**src/rtl/tmac_pkg.sv**
```systemverilog
package tmac_pkg;

  typedef struct packed {
    logic capture;
  } tmacStrobe_t;

  // Constant matrix row: sign-correction constants of every tap plus the
  // bias that offsets the deleted low columns and rounds at the output LSB.
  function automatic logic [63:0] biasRow(int taps, int sw, int cw, int dropCols, int lsb);
    longint delMax;
    longint roundC;
    longint corr;
    delMax = longint'(taps) * ((longint'(dropCols) - 1) * (64'sd1 <<< dropCols) + 1);
    roundC = (delMax + (64'sd1 <<< lsb)) / 2;
    corr = -((64'sd1 <<< (sw + cw - 2)) - (64'sd1 <<< (cw - 1)))
           - ((64'sd1 <<< (sw + cw - 2)) - (64'sd1 <<< (sw - 1)));
    return 64'(longint'(taps) * corr + roundC);
  endfunction

endpackage

```
**src/rtl/tmac_csa.sv**
```systemverilog
module tmac_csa #(
  parameter int W = 34
) (
  input  logic [W-1:0] aIn,
  input  logic [W-1:0] bIn,
  input  logic [W-1:0] cIn,
  output logic [W-1:0] sumOut,
  output logic [W-1:0] carOut
);
  assign sumOut = aIn ^ bIn ^ cIn;
  assign carOut = {(aIn[W-2:0] & bIn[W-2:0]) | (aIn[W-2:0] & cIn[W-2:0]) |
                   (bIn[W-2:0] & cIn[W-2:0]), 1'b0};
endmodule

```
**src/rtl/tmac_ctrl.sv**
```systemverilog
module tmac_ctrl
  import tmac_pkg::*;
(
  input  logic        clk,
  input  logic        rstN,
  input  logic        inValid,
  output tmacStrobe_t strobe,
  output logic        outValid
);
  assign strobe.capture = inValid;

  always_ff @(posedge clk or negedge rstN) begin
    if (!rstN) outValid <= 1'b0;
    else       outValid <= inValid;
  end
endmodule

```
**src/rtl/tmac_datapath.sv**
```systemverilog
module tmac_datapath
  import tmac_pkg::*;
#(
  parameter int TAPS = 4,
  parameter int SW = 16,
  parameter int CW = 16,
  parameter int ACC_W = 34,
  parameter int OUT_W = 24,
  parameter int DROP_COLS = 5,
  parameter logic [63:0] BIAS = '0,
  parameter logic [TAPS*CW-1:0] COEFS = '0
) (
  input  logic                clk,
  input  logic                rstN,
  input  tmacStrobe_t         strobe,
  input  logic [TAPS*SW-1:0]  sampleVec,
  output logic [OUT_W-1:0]    outSum
);
  localparam int ROWS = TAPS * CW + 1;
  localparam int STAGES = ROWS - 2;
  localparam int OUT_LSB = ACC_W - OUT_W;

  logic [ACC_W-1:0] ppRow [ROWS];

  // Baugh-Wooley matrix: cross-sign bits inverted, low columns removed.
  always_comb begin
    for (int r = 0; r < ROWS; r++) ppRow[r] = '0;
    for (int t = 0; t < TAPS; t++) begin
      for (int j = 0; j < CW; j++) begin
        for (int i = 0; i < SW; i++) begin
          logic ppBit;
          ppBit = sampleVec[t*SW + i] & COEFS[t*CW + j];
          if ((i == SW - 1) != (j == CW - 1)) ppBit = ~ppBit;
          if (i + j < DROP_COLS) ppBit = 1'b0;
          ppRow[t*CW + j][i + j] = ppBit;
        end
      end
    end
    ppRow[ROWS-1] = BIAS[ACC_W-1:0];
  end

  logic [ACC_W-1:0] sumV [STAGES];
  logic [ACC_W-1:0] carV [STAGES];

  for (genvar k = 0; k < STAGES; k++) begin : g_csa
    if (k == 0) begin : g_first
      tmac_csa #(.W(ACC_W)) u_csa (
        .aIn(ppRow[0]), .bIn(ppRow[1]), .cIn(ppRow[2]),
        .sumOut(sumV[0]), .carOut(carV[0])
      );
    end else begin : g_next
      tmac_csa #(.W(ACC_W)) u_csa (
        .aIn(sumV[k-1]), .bIn(carV[k-1]), .cIn(ppRow[k+2]),
        .sumOut(sumV[k]), .carOut(carV[k])
      );
    end
  end

  logic [ACC_W-1:0] accNext;
  assign accNext = sumV[STAGES-1] + carV[STAGES-1];

  logic unusedLow;
  assign unusedLow = ^accNext[OUT_LSB-1:0];

  always_ff @(posedge clk or negedge rstN) begin
    if (!rstN)               outSum <= '0;
    else if (strobe.capture) outSum <= accNext[ACC_W-1:OUT_LSB];
  end
endmodule

```
**src/rtl/merged_trunc_mac.sv**
```systemverilog
module merged_trunc_mac
  import tmac_pkg::*;
#(
  parameter int TAPS = 4,
  parameter int OUT_W = 24,
  parameter int DROP_COLS = 5,
  parameter logic [TAPS*16-1:0] COEFS = {16'h8000, 16'h7FFF, 16'h1234, 16'hFF9C}
) (
  input  logic                 clk,
  input  logic                 rstN,
  input  logic                 inValid,
  input  logic [TAPS*16-1:0]   sampleVec,
  output logic                 outValid,
  output logic [OUT_W-1:0]     outSum
);
  localparam int SW = 16;
  localparam int CW = 16;
  localparam int ACC_W = SW + CW + $clog2(TAPS);
  localparam int OUT_LSB = ACC_W - OUT_W;
  localparam logic [63:0] BIAS = biasRow(TAPS, SW, CW, DROP_COLS, OUT_LSB);

  tmacStrobe_t strobe;

  tmac_ctrl u_ctrl (
    .clk(clk), .rstN(rstN), .inValid(inValid),
    .strobe(strobe), .outValid(outValid)
  );

  tmac_datapath #(
    .TAPS(TAPS), .SW(SW), .CW(CW), .ACC_W(ACC_W), .OUT_W(OUT_W),
    .DROP_COLS(DROP_COLS), .BIAS(BIAS), .COEFS(COEFS)
  ) u_dp (
    .clk(clk), .rstN(rstN), .strobe(strobe),
    .sampleVec(sampleVec), .outSum(outSum)
  );
endmodule

```
**config.mk**
```make
export PLATFORM = sky130hd
export DESIGN_NAME = merged_trunc_mac
export DESIGN_NICKNAME = d
export VERILOG_FILES = /design/src/rtl/tmac_pkg.sv /design/src/rtl/tmac_csa.sv /design/src/rtl/tmac_ctrl.sv /design/src/rtl/tmac_datapath.sv /design/src/rtl/merged_trunc_mac.sv
export SDC_FILE = /design/constraint.sdc
export NUM_CORES = 1
export LEC_CHECK = 0
export BUFFER_PORTS_ARGS = -buffer_cell sky130_fd_sc_hd__buf_2
export CORE_ASPECT_RATIO = 2
export CORE_MARGIN = 2
export CORE_UTILIZATION = 55
export CTS_BUF_LIST = sky130_fd_sc_hd__clkbuf_4
export CTS_CLUSTER_SIZE = 30
export DETAILED_ROUTE_END_ITERATION = 7
export PLACE_DENSITY = 0.83
export RECOVER_POWER = 25
export SYNTH_ARGS = -nofsm -noshare
export SYNTH_HDL_FRONTEND = slang
export SYNTH_SLANG_ARGS = --single-unit
export TNS_END_PERCENT = 1
```
**constraint.sdc**
```tcl
create_clock -name clk -period 1.31 [get_ports clk]
set_clock_uncertainty 0.05 [all_clocks]
set_input_delay 0.262 -clock clk [delete_from_list [all_inputs] [get_ports clk]]
set_output_delay 0.262 -clock clk [all_outputs]
set_load 0.01 [all_outputs]
```
## Yosys cells after proc, flatten, opt, wreduce, memory -nomap -nowiden

Index checks and enable logic that the tools add are counted.

| storage, ports and cells | value |
|---|---|
| bits of input ports | 67 |
| register bits | 25 |
| output and inout bits | 25 |

| cells by class | value |
|---|---|
| $add $sub $neg | 1 |
| bitwise logic cells | 409 |

Operator list:

| kind | count |
|---|---|
| bitwise XOR 34 bit | 60 |
| OR 33 bit | 61 |
| bitwise AND 33 bit | 60 |
| OR 33 x 30 -> 33 bit | 8 |
| bitwise AND 33 x 20 -> 33 bit | 6 |
| bitwise AND 33 x 25 -> 33 bit | 6 |
| bitwise AND 33 x 28 -> 33 bit | 6 |
| OR 33 x 19 -> 33 bit | 6 |
| OR 33 x 22 -> 33 bit | 6 |
| bitwise XOR 34 x 20 -> 34 bit | 4 |
| bitwise AND 33 x 18 -> 33 bit | 4 |
| bitwise AND 33 x 21 -> 33 bit | 4 |
| bitwise AND 33 x 23 -> 33 bit | 4 |
| bitwise AND 33 x 24 -> 33 bit | 4 |
| bitwise AND 33 x 26 -> 33 bit | 4 |
| bitwise AND 33 x 27 -> 33 bit | 4 |
| bitwise AND 33 x 29 -> 33 bit | 4 |
| bitwise AND 33 x 30 -> 33 bit | 4 |
| bitwise AND 33 x 31 -> 33 bit | 4 |
| OR 33 x 16 -> 33 bit | 4 |
| OR 33 x 17 -> 33 bit | 4 |
| OR 33 x 21 -> 33 bit | 4 |
| OR 33 x 23 -> 33 bit | 4 |
| OR 33 x 24 -> 33 bit | 4 |
| 38 further kinds | 131 |

## Logic depth before layout (Yosys ltp)

Gate-level depths: netlist of run 1.

| logic depth | value |
|---|---|
| depth after elaboration | 188 |
| mapped depth | 94 |
| depth with buffers taken out | 94 |

## Cells and area by module

Synthesis of run 1 repeated with hierarchy kept, for this count alone.

| second synthesis, totals | value |
|---|---|
| cells, all modules | 2608 |
| area, all modules | 46535.9 um2 |

By module, submodules not included:

| module | instances | seq. area each (um2) | area an instance (um2) | cells an instance |
|---|---|---|---|---|
| tmac_csa | 63 | 0.0 | 695.7 | 36 |
| tmac_datapath | 1 | 600.6 | 2676.3 | 338 |
| tmac_ctrl | 1 | 25.0 | 32.5 | 2 |

## Worst setup path after synthesis of run 1

Ideal clock, no wire load.

| timing path | value |
|---|---|
| path type | input to register |
| start point | input sampleVec[15] |
| end point | register u_dp.outSum[23] |
| buffers on the path | 0 |
| library setup time | 125 ps |
| arrival time | 23952 ps |
| setup slack | -22816 ps |
| cell stages on the path | 86 |
| path through | inv_1 > ha_1 > xor2_1 > inv_1 > fa_1 > ha_1 > ha_1 > inv_1 > fa_1 > inv_1 > fa_1 > fa_1 > fa_1 > inv_1 > fa_1 > fa_1 > inv_1 > fa_1 > (+50 left out) > ha_1 > xnor2_1 > xor2_1 > mux2_2 > a22oi_1 > xor2_1 > and3_1 > ha_1 > ha_1 > ha_1 > fa_1 > ha_1 > ha_1 > o21ai_0 > nand2b_1 > a31oi_1 > xnor2_1 > mux2_2 |

| between the ends | value |
|---|---|
| longest elaborated chain between the ends | 132 |
| elaborated cells between the ends (all ways) | 372 |
| those cells by class | add/sub: 1; bitwise: 371 |

Ends and longest elaborated chain:

| what | RTL line | RTL |
|---|---|---|
| start: declaration | merged_trunc_mac.sv:12 | `input logic [TAPS*16-1:0] sampleVec,` |
| NOT 1 bit | tmac_datapath.sv:33 | `if ((i == SW - 1) != (j == CW - 1)) ppBit = ~ppBit;` |
| bitwise XOR 18 bit | tmac_csa.sv:10 | `assign sumOut = aIn ^ bIn ^ cIn;` |
| bitwise XOR 34 x 19 -> 34 bit | tmac_csa.sv:10 |  |
| bitwise XOR 34 x 20 -> 34 bit (2 in a row) | tmac_csa.sv:10 |  |
| bitwise AND 33 bit / bitwise XOR 34 bit (equally long branches) | tmac_csa.sv:11, tmac_csa.sv:10 |  |
| OR 33 x 21 -> 33 bit (tied with other cells) (2 in a row) | tmac_csa.sv:11 | `assign carOut = {(aIn[W-2:0] & bIn[W-2:0]) \| (aIn[W-2:0] & cIn[W-2:0]) \|` |
| bitwise AND 33 bit (tied with other cells) | tmac_csa.sv:11 |  |
| OR 33 x 22 -> 33 bit / bitwise XOR 34 bit (equally long branches) | tmac_csa.sv:11, tmac_csa.sv:10 |  |
| (+105 left out) | - |  |
| OR 33 x 20 -> 33 bit (tied with other cells) (2 in a row) | tmac_csa.sv:11 |  |
| bitwise XOR 34 bit (tied with other cells) (9 in a row) | tmac_csa.sv:10 |  |
| bitwise XOR 34 bit / OR 33 x 30 -> 33 bit (equally long branches) | tmac_csa.sv:10, tmac_csa.sv:11 |  |
| bitwise XOR 34 bit | tmac_csa.sv:10 |  |
| bitwise XOR 34 x 31 -> 34 bit | tmac_csa.sv:10 |  |
| bitwise XOR 34 bit | tmac_csa.sv:10 |  |
| NOT 5 bit (no source line) | - |  |
| adder 34 bit * | tmac_datapath.sv:60 | `assign accNext = sumV[STAGES-1] + carV[STAGES-1];` |
| end signal: assignment | tmac_datapath.sv:67 | `else if (strobe.capture) outSum <= accNext[ACC_W-1:OUT_LSB];` |
| end: declaration | tmac_datapath.sv:17 | `output logic [OUT_W-1:0] outSum` |

Every way passes the cells marked *; elsewhere a longest branch is shown, timed or not.
A chain may end at the register's enable or synchronous reset.

## Worst setup path after layout of run 1

Ends and elaborated chain as after synthesis.

==> metrics.txt, run 1 <==
Main synth FF type=dfrtp_1; CTS tree=done; Max Cap Violations=0; Post-Route WL=47,400 um; antenna violations before repair=1; RD Place Congestion=0.837; IO buf count=91; top-count cell post-synth=ha_1; delay of the slowest critical-path stage=0.61 ns; num ports=92; # setup viols final=24; Post-DP HPWL=roughly 42,000 um; vias per cell=5.43; failing checks=setup timing; worst-path maximum fanout=2; DRT antenna net count=0; mean post-synth cell area=10.6 um^2; global-route wire length before repair=77,700 um; Yosys top cell area share=42.2%; synthesized instance count=2,089; mapped cell area=22,100 um^2; yosys warns=0; commonest cells in the netlist=ha_1 (744), inv_1 (423), fa_1 (326), xnor2_1 (136), xor2_1 (78); total clock buffers created by CTS=3; multi-input logic area=20,700 um^2; FMAX=between 40 and 50 MHz; unrepaired setup endpoints after global routing=yes; post-route minimum period=24.69 ns; Core Util, Final=65.7%; die area=41,900 um^2; Iter 0 DRT Violations=442; crit end category=register; total number of vias=16.0k; vias in the first global route=~19k; Clock Path Buffers=2; critical path arrival=24.85 ns; final worst slack=-23.38 ns; Core Area=39,600 um^2; type of the tightest min-delay check=in -> reg; initial cell density of the core=55.8%; root buffer cell=clkbuf_4; largest net degree at the start of global routing=26; total track usage=22.4%; Post-synth EDFFs=0; Period Utilization, post-route=1880%; GR Overflow Total=0; CTS Sinks=25; Die Width=146 um; status=finished, violations left; row count=103; share of async-settable or async-resettable flops after synthesis=100%; wire length per cell=16.1 um; endpoints failing hold=0; Pre-antenna DRT Iters=5; die height=287 um; crit path launch type=input port; synthesized flop and latch total=25; Clk Latency, worst-skew pair=between 0.3 and 0.4 ns; Syn Nets=3,226; DRC=0; CP max-delay cell=fa_2; Max Slew Vio Count=0; WS Path Type=in -> reg; Cell variety after synth=63; Critical Path RT=1.47 ns; Synth area leader=ha_1; share of layout cells above drive strength 1=21.0%; Post CTS Setup Buffer Count=0; Layout area overhead=17.7%; Seq/Total Area, Yosys=2.83%; Final Net Count=~3.6k; H-tree Lvls=1; Setup TNS=-470.63 ns; Area contributors post-synth=ha_1 (42%), fa_1 (30%), inv_1 (7.2%); Slew @ Worst Pin=0.635 ns; most used cell along the critical path=ha_1; worst rel slew slack=57.4%; register area=~630 um^2; fillers=around 2.8k; Clock transition at path regs=about 0.12 ns
registers in the layout, indices dropped and copies added, names as in the netlist:
signal / cells
u_dp.outSum: 24
u_ctrl.outValid: 1
final timing paths:
kind,startpoint,to,slack [ns],cells after the start
setup / recovery,sampleVec[15],u_dp.outSum[23],-23.38,90
hold / removal,inValid,u_ctrl.outValid,0.28,1
setup reg to reg,u_dp.outSum[22],u_dp.outSum[22],0.32,2
hold reg to reg,u_dp.outSum[14],u_dp.outSum[14],0.47,1
max in group asynchronous,rstN,u_dp.outSum[23],0.39,2
min in group asynchronous,rstN,u_dp.outSum[6],0.40,2
layer usage:
layer / share of wire (%) / global-route usage (%)
met3: 2.0 / 1.57
met4: 7.8 / 14.4
met2: 60 / 48.3
met5: 0 / 0
met1: 30 / 18.7
logic make-up after synthesis:
logic type | share of synthesized area (%)
XOR/XNOR | 8.81
adder cells (fa/ha/maj) | 71.8
AO/OA/AOI/OAI | 4.06
multiplexers | 1.23
AND/OR/NAND/NOR | 3.88
flip-flops | 2.83
buffers and inverters | 7.43
critical path: cells and delay by family:
kind,cells,cell delay [ns]
xor gates and xnor gates,9,1.50
buffers and inverters,18,1.14
AOI/OAI and AO/OA,1,0.24
and+or+nand+nor,1,0.21
adders and majority gates,59,20.85
muxes,2,0.62
layout make-up:
| class | count | share of cell area [%] |
|---|---|---|
| antenna | 1 | 0.00963 |
| clock buffer | 3 | 0.0867 |
| clock inverter | 1 | 0.0289 |
| inverter | 423 | 6.13 |
| multi-input combinational | 1628 | 79.5 |
| sequential | 25 | 2.41 |
| tap | 525 | 2.53 |
| timing repair buffer | 344 | 9.27 |
repair_timing:
action                                 in CTS  in global routing
hold buffers                                1                  0
setup endpoints to repair                  24                 24
endpoints found under the hold margin      25                  0
gates resized for setup                    53                 30
pin swaps                                  23                  3
stage by stage:
step / hold slack (ns) / cells / instance area [um^2] / setup WS (ns)
6_report: 0.283 / 2950 / 26000 / -23.38
5_1_grt: 0.278 / 2950 / 26000 / -24.09
4_1_cts: 0.124 / 2949 / 25800 / -23.22
3_5_place_dp: 0.225 / 2944 / 25300 / -23.52
3_3_place_gp: 0.222 / 2944 / 25300 / -22.83
2_1_floorplan: -0.0836 / 2089 / 22300 / -22.19
layout by cell type (no fill, tap or decap), types with 43 or more instances in the layout:
master and instances:
ha_1 700, inv_1 414, a21oi_1 44, buf_2 89, xor2_1 65, fa_2 43, fa_1 283, xnor2_1 122
buf_4 247, nor2_1 57
Power of run 1 is left out: the tool's default activity adds up to more than one toggle a clock period on the data nets, which glitch-free logic cannot reach.
==> run 2: changes to the inputs <==
- CORE_UTILIZATION: 55 -> 64
- PLACE_DENSITY: 0.83 -> 0.82
- clock period: 1.31 -> 26.1 ns (I/O delays scaled with it)
==> run 2 against run 1 <==
  * Highest routed layer unchanged
  * Non-clock buffer count decreased by 134
  * Cell area down 4.9%
  * Count of clock-buffer cells in the layout stayed put
  * Global-route usage is 1.5 points higher
  * Critical path depth unchanged
  * Cell count down 7.4%
  * The flow still finishes with violations (setup timing)
  * Worst setup slack better by 20 ns
  * Via count shrank 5.0%
  * Utilization is 6.7 points higher
  * Register-to-register slack better by 25 ns
  * Sequential cell count unchanged
==> metrics.txt, run 2 (synthesis gave the netlist of run 1 again) <==
unrepaired setup endpoints after global routing=yes; WS Path Type=in -> reg; Final Net Count=3,428 (-3.8%); vias per cell=5.57 (+2.7%); largest net degree at the start of global routing=33 (+27%); multi-input logic area=20,600 um^2 (-0.53%); root buffer cell=clkbuf_4; final worst slack=-3.25 ns (+20.13 ns); # setup viols final=16 (-33%); vias in the first global route=17.0k (-8.3%); Iter 0 DRT Violations=415 (-6.1%); Die Width=135 um (-7.1%); Slew @ Worst Pin=1.36 ns (+0.728 ns); IO buf count=91 (unchanged); CTS Sinks=25 (unchanged); crit path launch type=input port; GR Overflow Total=0 (unchanged); endpoints failing hold=0 (unchanged); Worst Reg2Reg Path Length in Cells=2 (unchanged); Biggest register=u_dp.outSum; CP max-delay cell=fa_1; die height=267 um (-7.2%); wire length per cell=15.5 um (-3.7%); DRC=0 (unchanged); hold path cells=1 (unchanged); Max Slew Vio Count=0 (unchanged); type of the tightest min-delay check=reg -> reg; H-tree Lvls=1 (unchanged); CTS hold repair buffers=0 (-1); Pre-antenna DRT Iters=4 (-1); critical path arrival=29.54 ns (+4.69 ns); num ports=92 (unchanged); RD Place Congestion=0.871 (+4.1%); Core Util, Final=72.4% (+6.7 points); Max Cap Violations=0 (unchanged); crit end category=register; share of layout cells above drive strength 1=15.9% (-5.1 points); Critical Path RT=26.29 ns (+24.82 ns); Post-Route WL=42,200 um (-11%); fillers=2,279 (-17%); worst-path maximum fanout=3 (+1); initial cell density of the core=64.7% (+8.9 points); Core Area=34,100 um^2 (-14%); Clk Latency, worst-skew pair=0.33 ns (about the same); max FFs per register=24 (unchanged); commonest non-fill, non-tap cell in the layout=ha_1; status=finished, violations left; most used cell along the critical path=ha_1; total number of vias=15.2k (-5.0%); Post-DP HPWL=38,000 um (-9.6%); Clock Path Buffers=2 (unchanged); DRT antenna net count=0 (unchanged); die area=36,100 um^2 (-14%); total clock buffers created by CTS=3 (unchanged); antenna violations before repair=0 (-1); leading registers by flop count=u_dp.outSum: 24 flops, u_ctrl.outValid: 1 flops; global-route wire length before repair=70,900 um (-8.8%); register area=626 um^2 (unchanged); Layout area overhead=11.9%; CTS tree=done; Post CTS Setup Buffer Count=0 (unchanged); # diodes=0 (-1); Clock transition at path regs=0.16 ns (+0.04 ns); most frequent cells in the layout=ha_1 (702), inv_1 (412), fa_1 (282), xnor2_1 (132), buf_4 (119); delay of the slowest critical-path stage=0.58 ns (-0.03 ns); worst rel slew slack=9.10% (-48 points); total track usage=23.9% (+1.5 points); post-route minimum period=29.35 ns; FMAX=34.1 MHz; failing checks=setup timing; Period Utilization, post-route=112%; row count=96 (-6.8%)
==> run 2: changes by cell type in the layout (fill, tap and decap cells not counted), moves of 3 or more <==
cell,previous run,this run
buf_4,247,119
buf_12,4,0
ha_2,9,6
xor2_1,65,71
xnor2_1,122,132
xnor2_2,16,7
xor2_2,13,6
==> run 2: routing by layer <==
metal	track usage (%)	share of wire (%)	vias to the layer above
met5	0	0	-
met4	11.4	6.2	0
met3	0.931	1.2	135
met2	51.2	60	218
met1	21.8	33	7590
li1	-	-	7266
==> run 2: layout make-up <==
type,count,share of cell area (%)
clock buffer,3,0.0912
sequential,25,2.53
multi-input combinational,1628,83.2
clock inverter,1,0.0355
inverter,423,6.44
tap,441,2.23
timing repair buffer,210,5.45
==> run 2: worst max-delay path, delay by kind of cell <==
kind / cells / cell delay [ns]
buf+inv: 18 / 1.11
compound gates: 1 / 0.20
xor+xnor: 9 / 1.61
fa+ha+maj: 59 / 20.56
simple gates: 1 / 0.18
mux: 2 / 0.62
==> run 2: stage by stage <==
step           area (um^2)  std cells  TNS, ns  hold slack (ns)  setup slack, ns
5_1_grt              24700       2731   -42.31            0.495            -4.06
3_5_place_dp         24200       2727   -37.83            0.443            -3.56
3_3_place_gp         24200       2727   -33.04            0.439            -3.13
2_1_floorplan        22300       2089   -21.09            0.464            -2.36
6_report             24700       2731   -31.11            0.472            -3.25
4_1_cts              24500       2731   -31.63            0.477            -3.18
==> run 2: worst paths after layout <==
| path | startpoint | to | slack, ns |
|---|---|---|---|
| min | u_dp.outSum[19] | u_dp.outSum[19] | 0.47 |
| max reg2reg | u_dp.outSum[22] | u_dp.outSum[22] | 25.12 |
| min in group asynchronous | rstN | u_dp.outSum[14] | 5.12 |
| max in group asynchronous | rstN | u_dp.outSum[8] | 20.09 |
| max | sampleVec[15] | u_dp.outSum[23] | -3.25 |
| min reg2reg | u_dp.outSum[19] | u_dp.outSum[19] | 0.47 |
==> run 2: timing repair <==
action                     in CTS  in global routing
pin swaps                      16                  8
setup endpoints to repair      16                 17
gates resized for setup        38                 29
Power of run 2 is left out for the same reason.
